==> config.mk <==
export PLATFORM = sky130hd
export DESIGN_NAME = uart_txe_irq
export DESIGN_NICKNAME = d
export VERILOG_FILES = /design/src/rtl/uart_txe_irq.sv
export SDC_FILE = /design/constraint.sdc
export NUM_CORES = 1
export LEC_CHECK = 0
export BUFFER_PORTS_ARGS = -buffer_cell sky130_fd_sc_hd__buf_2
export CORE_MARGIN = 1.5
export CORE_UTILIZATION = 50
export DETAILED_ROUTE_END_ITERATION = 8
export PLACE_DENSITY = 0.77
export SETUP_SLACK_MARGIN = 0.4
export SYNTH_ARGS = -nofsm -noshare
export SYNTH_HDL_FRONTEND = slang
export SYNTH_SLANG_ARGS = --single-unit
==> constraint.sdc <==
create_clock -name clk -period 4.2 [get_ports clk]
set_input_delay 0.84 -clock clk [delete_from_list [all_inputs] [get_ports clk]]
set_output_delay 0.84 -clock clk [all_outputs]
set_load 0.05 [all_outputs]
==> src/rtl/uart_txe_irq.sv <==
module uart_txe_irq #(
  parameter int CNT_W = 5,
  parameter int OVS   = 16
) (
  input  logic             clk,
  input  logic             rst_n,
  input  logic             fifo_en,
  input  logic             txe_ie,
  input  logic             mode_chg,
  input  logic [CNT_W-1:0] tx_count,
  input  logic             thr_wr,
  input  logic             iir_rd,
  input  logic             baud_en,
  input  logic [1:0]       word_len,
  input  logic             par_en,
  input  logic             two_stop,
  output logic             irq,
  output logic [3:0]       iir_code
);
  localparam int TW = $clog2(OVS * 12 + 1);

  logic          pend, armed, first, seen2, was_empty;
  logic [TW-1:0] tcnt;

  wire en    = fifo_en & txe_ie;
  wire empty = (tx_count == '0);
  wire [3:0] nbits = 4'd6 + {2'b00, word_len} + {3'b000, par_en} + {3'b000, two_stop};
  wire [TW-1:0] lim = TW'(nbits) * TW'(OVS);

  wire imm   = seen2 | first;
  wire ready = en & empty & armed & ~pend & ~thr_wr;
  wire fire  = ready & (imm | (tcnt == lim));
  wire trun  = ready & ~imm;

  always_ff @(posedge clk or negedge rst_n) begin
    if (!rst_n) begin
      pend      <= 1'b0;
      armed     <= 1'b1;
      first     <= 1'b1;
      seen2     <= 1'b0;
      was_empty <= 1'b1;
      tcnt      <= '0;
    end else begin
      pend      <= fire | (pend & ~(thr_wr | iir_rd | ~en));
      was_empty <= empty;

      if (fire)                     armed <= 1'b0;
      else if (!empty || mode_chg)  armed <= 1'b1;

      if (mode_chg)  first <= 1'b1;
      else if (fire) first <= 1'b0;

      if (tx_count >= CNT_W'(2))     seen2 <= 1'b1;
      else if (was_empty && !empty)  seen2 <= 1'b0;

      if (!trun)                         tcnt <= '0;
      else if (baud_en && tcnt != lim)   tcnt <= tcnt + 1'b1;
    end
  end

  assign irq      = pend;
  assign iir_code = pend ? 4'h2 : 4'h1;
endmodule

Word level (Yosys, flattened, before mapping)
Cells that the tools add are included.
Word-level totals
  register bits after elaboration: 13
  input port bits: 17
  output and inout bits: 5
  logic and storage cells: 49
Cells by class
  add/sub/neg operators: 4
  order comparisons: 1
  eq/ne operators: 3
  muxes and demuxes: 9
  bitwise logic cells: 18
  reductions and logical operators: 8
Operator list (count)
  8-bit two-way mux: 2
  4-bit by 1-bit adder with 4-bit output: 2
  8-bit by 1-bit adder with 8-bit output (second input constant): 1
  1-bit AND: 8
  8-bit == test: 1
  8-bit inequality test: 1
  1-bit two-way mux: 6
  2-bit nonzero test: 3
  5-bit by 2-bit >= comparator with 1-bit output (second input constant): 1
  5-bit zero test: 1
  1-bit NOT: 5
  1-bit bitwise OR: 5
  3-bit by 2-bit adder with 4-bit output (first input constant): 1
  1-bit logical AND: 2
  2-bit two-way mux: 1
  2-bit by 1-bit inequality test with 1-bit output (second input constant): 1
  1-bit zero test: 1
  1-bit logical OR: 1

Depth between registers and ports, before layout
  word-level depth: 8
  gate-level depth with buffers: 8
  depth with buffers taken out: 8

Worst setup path after synthesis
No wires, ideal clock.
  path type: input to register
  from: in word_len[0]
  to: reg tcnt[1]
  setup time: 0.119 ns
  arrival time: 2.369 ns
  data required time: 4.081 ns
  path slack: 1.712 ns
  cell stages on the path: 8
  path through: inv_1 > fa_1 > ha_1 > xor2_1 > nand2_1 > o31ai_1 > mux2i_1 > nor2_1
On the way
  word-level cells in the longest chain between the ends: 6
Ends and longest elaborated chain
  start, declared: RTL line 14  | input logic [1:0] word_len,
  3-bit by 2-bit adder with 4-bit output: RTL line 27  | wire [3:0] nbits = 4'd6 + {2'b00, word_len} + {3'b000, par_en} + {3'b000, two_stop};
  4-bit by 1-bit adder with 4-bit output (2 in a row): RTL line 27
  8-bit inequality test: RTL line 57  | else if (baud_en && tcnt != lim) tcnt <= tcnt + 1'b1;
  1-bit logical AND: RTL line 57
  2-bit by 1-bit inequality test with 1-bit output (no source line)
  end signal, assigned: RTL line 57
  end, declared: RTL line 23  | logic [TW-1:0] tcnt;
Every way passes these cells.
A chain may end at the register's enable or synchronous reset.

Worst setup path in the final report
Same ends and word-level chain as after synthesis.

==> impl_metrics.toml <==
[worst_setup_path]
cp-start-kind = "primary input"
cp-end-kind = "flip-flop"
cp.depth = 9
crit_fanout = 2
critical_path_class = "primary input to flip-flop"
r2r_end = "armed"
crit_end = "tcnt[1]"
arrival_ps = 2550
max_stage_delay_ps = 410
critical_path.slowest_cell = "fa_1"
worst-path-buf-inv = 2
reg2reg_slack_ps = 2680
crit_family = "adder cells"
rr_worst_depth = 5
cp_cell_sequence = "buf_2 > inv_1 > fa_1 > ha_1 > xor2_1 > nand2_1 > o31ai_1 > mux2i_1 > nor2_1"
r2r_start = "tcnt[6]"
required_ps = 4380
crit_start = "word_len[0]"

[synthesis]
synth_seq_cells = 13
postSynthCellCount = 79
syn_area_sq_um = 758
async_reset_ff_frac = 1.00
synth_top_area_share = 0.330
synth_area_leaders = "dfrtp_1 33%, dfstp_2 10%, nor2_1 6.9%, ha_1 5.0%, xnor2_1 4.6%"
ys.flop_type = "dfrtp_1"
yosysTopAreaCell = "dfrtp_1"
yosysWarnings = 0
yosys.cell_types.count = 29
synth-edff-count = 0
syn_area_per_cell_sq_um = 9.60
seq_area_frac_synth = 0.434

[power]
power_frac_seq = 0.545
combPwrFrac = 0.110
power.share.switching = 0.251
peakVddDrop_v = 0.000180
p_per_area_nw_per_um2 = 262
switchingPower_uw = 57.9
total_power_uw = 231
p_int_uw = 173
leakagePower_nw = 0.436
p_clk_frac = 0.344

[clock_network]
cts_buffers = 3
path_clk_slew_ps = 80
h-tree-depth = 1
cts.path.max_buffers = 2
ctsHoldBuffers = 0
cts_resized = 0
cts-root-buf = "clkbuf_4"
cts_tree = "built"
clk_latency_ps = 280
clock-sinks = 13
post_cts_buffers = 0

[timing]
skew_ps = 1.12
fmax_mhz = 421
setup_viol = 0
finalHoldViolCount = 0
slew_viol_final = 0
rsz0062_at_grt = "false"
final.setup.tns_ps = 0
fin_crit_sh = 0.566
fin_crit_ps = 2380

[global_route]
antenna_found_initial = 0
grt_overflow = 0
grt_max_degree = 14
grt_pass1_vias = 544
grt_use_total = 0.170
grt_pass1_wl_microns = 2180

[route]
vias = 584
drt_pass1_iterations = 4
antenna_left = 0
drt_first_iter_violations = 8
viasPerCell = 5.08
drc_errors = 0
wirelength_microns = 1290
routedWlPerCell_microns = 11.2

[cells_and_area]
drive_gt1_frac = 0.310
fin_util = 0.652
fin_cells = 115
final_nets = 122
n_fill_cell = 112
final_area_sq_um = 880
syn_to_final_growth_pct = 16.0
antennaDiodeCount = 0

[placed_design]
placed_cell_area_sq_um = 853
hpwl_microns = 1040
globalplace.congestion = 0.770
dpl.cell_count = 111
io_buffers = 19

[floorplan]
die_y_microns = 41.9
core.rowCount = 13
io-pin-count = 22
die_w_microns = 41.9
die_area_sq_um = 1760
core_sq_um = 1350
start_util = 0.562

[hold_path]
min_path_type = "primary input to async pin"

[status]
status = "complete, no violations"

[job]
max_cap_violations = 0
## cell usage after synthesis (2+ instances only)
master / instances
nor2_1: 14
inv_1: 8
o31ai_1: 2
nand2_1: 6
ha_1: 3
dfrtp_1: 10
xnor2_1: 4
nand4_1: 2
nand3_1: 3
buf_4: 3
dfstp_2: 3
xor2_1: 4
## area by class of cell
type | count | area (sq um) | share of cell area
clock buffers | 4 | 26.3 | 0.0299
inverters | 8 | 30.0 | 0.0341
multi-input cells | 56 | 380 | 0.432
flip-flops and latches | 13 | 329 | 0.374
well taps | 15 | 18.8 | 0.0213
repair buffers | 19 | 95.1 | 0.108
## flip-flops by register name (all words and copies together) (netlist names)
register   flops
armed          1
first          1
irq            1
seen2          1
tcnt           8
was_empty      1
## kinds of logic (layout without fill, tap and decap cells)
family                   after synthesis  count (layout)  synth area share
AND/OR/NAND/NOR                       33              33             0.229
flip-flops                            13              13             0.434
buffers and inverters                 11              31            0.0693
AO/OA/AOI/OAI                          8               8            0.0809
XOR/XNOR                               8               8            0.0924
adder cells (fa/ha/maj)                4               4            0.0759
other                                  1               2           0.00495
multiplexers                           1               1            0.0132
## worst reg2reg max path: cells and delay by family (launching register included)
family             cells  cell delay [ps]
DFF                    1              410
AOI/OAI and AO/OA      3              720
and+or+nand+nor        2              310
## metal layers
metal,up-vias,part of all wire,track usage
met5,-,0,0
met4,0,0.029,0.116
met3,5,0.044,0.0391
met2,15,0.46,0.250
met1,269,0.47,0.218
li1,295,-,-
## how the worst min path moves through the flow
| stage | from | to | slack (ps) | depth (start not counted) |
|---|---|---|---|---|
| after floorplan | first | first | 460 | 2 |
| after CTS | rst_n | tcnt[0] | 430 | 1 |
| after global routing | rst_n | tcnt[0] | 440 | 1 |
| after global placement | first | first | 470 | 2 |
| final | rst_n | tcnt[3] | 430 | 1 |
| after detailed placement | first | first | 470 | 2 |
## power groups by stage
| stage | Sequential, mW | Combinational (mW) | Clock [mW] |
|---|---|---|---|
| 6_report | 0.126 | 0.0255 | 0.0794 |
| 4_1_cts | 0.126 | 0.0258 | 0.0826 |
| 2_1_floorplan | 0.128 | 0.0148 | 0 |
| 3_3_place_gp | 0.128 | 0.0249 | 0 |
| 3_5_place_dp | 0.128 | 0.0257 | 0 |
| 5_1_grt | 0.126 | 0.0286 | 0.0870 |
## through the flow
step / setup slack, ps / hold slack [ps]
2_1_floorplan: 1710 / 461
3_3_place_gp: 1590 / 470
3_5_place_dp: 1510 / 473
4_1_cts: 1830 / 429
5_1_grt: 1700 / 441
6_report: 1820 / 426
## cells in the final DEF, fill, tap and decap left out
cell type,synthesis,layout
a21o_2,1,1
o21bai_1,1,1
or4_4,1,1
xor2_1,4,4
or3_1,1,1
nor2_4,1,1
conb_1,1,2
mux2i_1,1,1
o31ai_1,2,2
and3b_1,1,1
nand2_1,6,6
and3_1,1,1
ha_1,3,3
dfrtp_1,10,10
clkbuf_4,0,3
nor3_1,1,1
fa_1,1,1
xnor2_1,4,4
inv_1,8,8
a21boi_0,1,1
dfstp_2,3,3
o41ai_1,1,1
nand3_1,3,3
nand4_1,2,2
clkbuf_1,0,1
a21oi_1,1,1
buf_2,0,19
and4_4,1,1
nand2_4,1,1
nor2_1,14,14
a21oi_2,1,1
(Power assumes the default switching activity.)
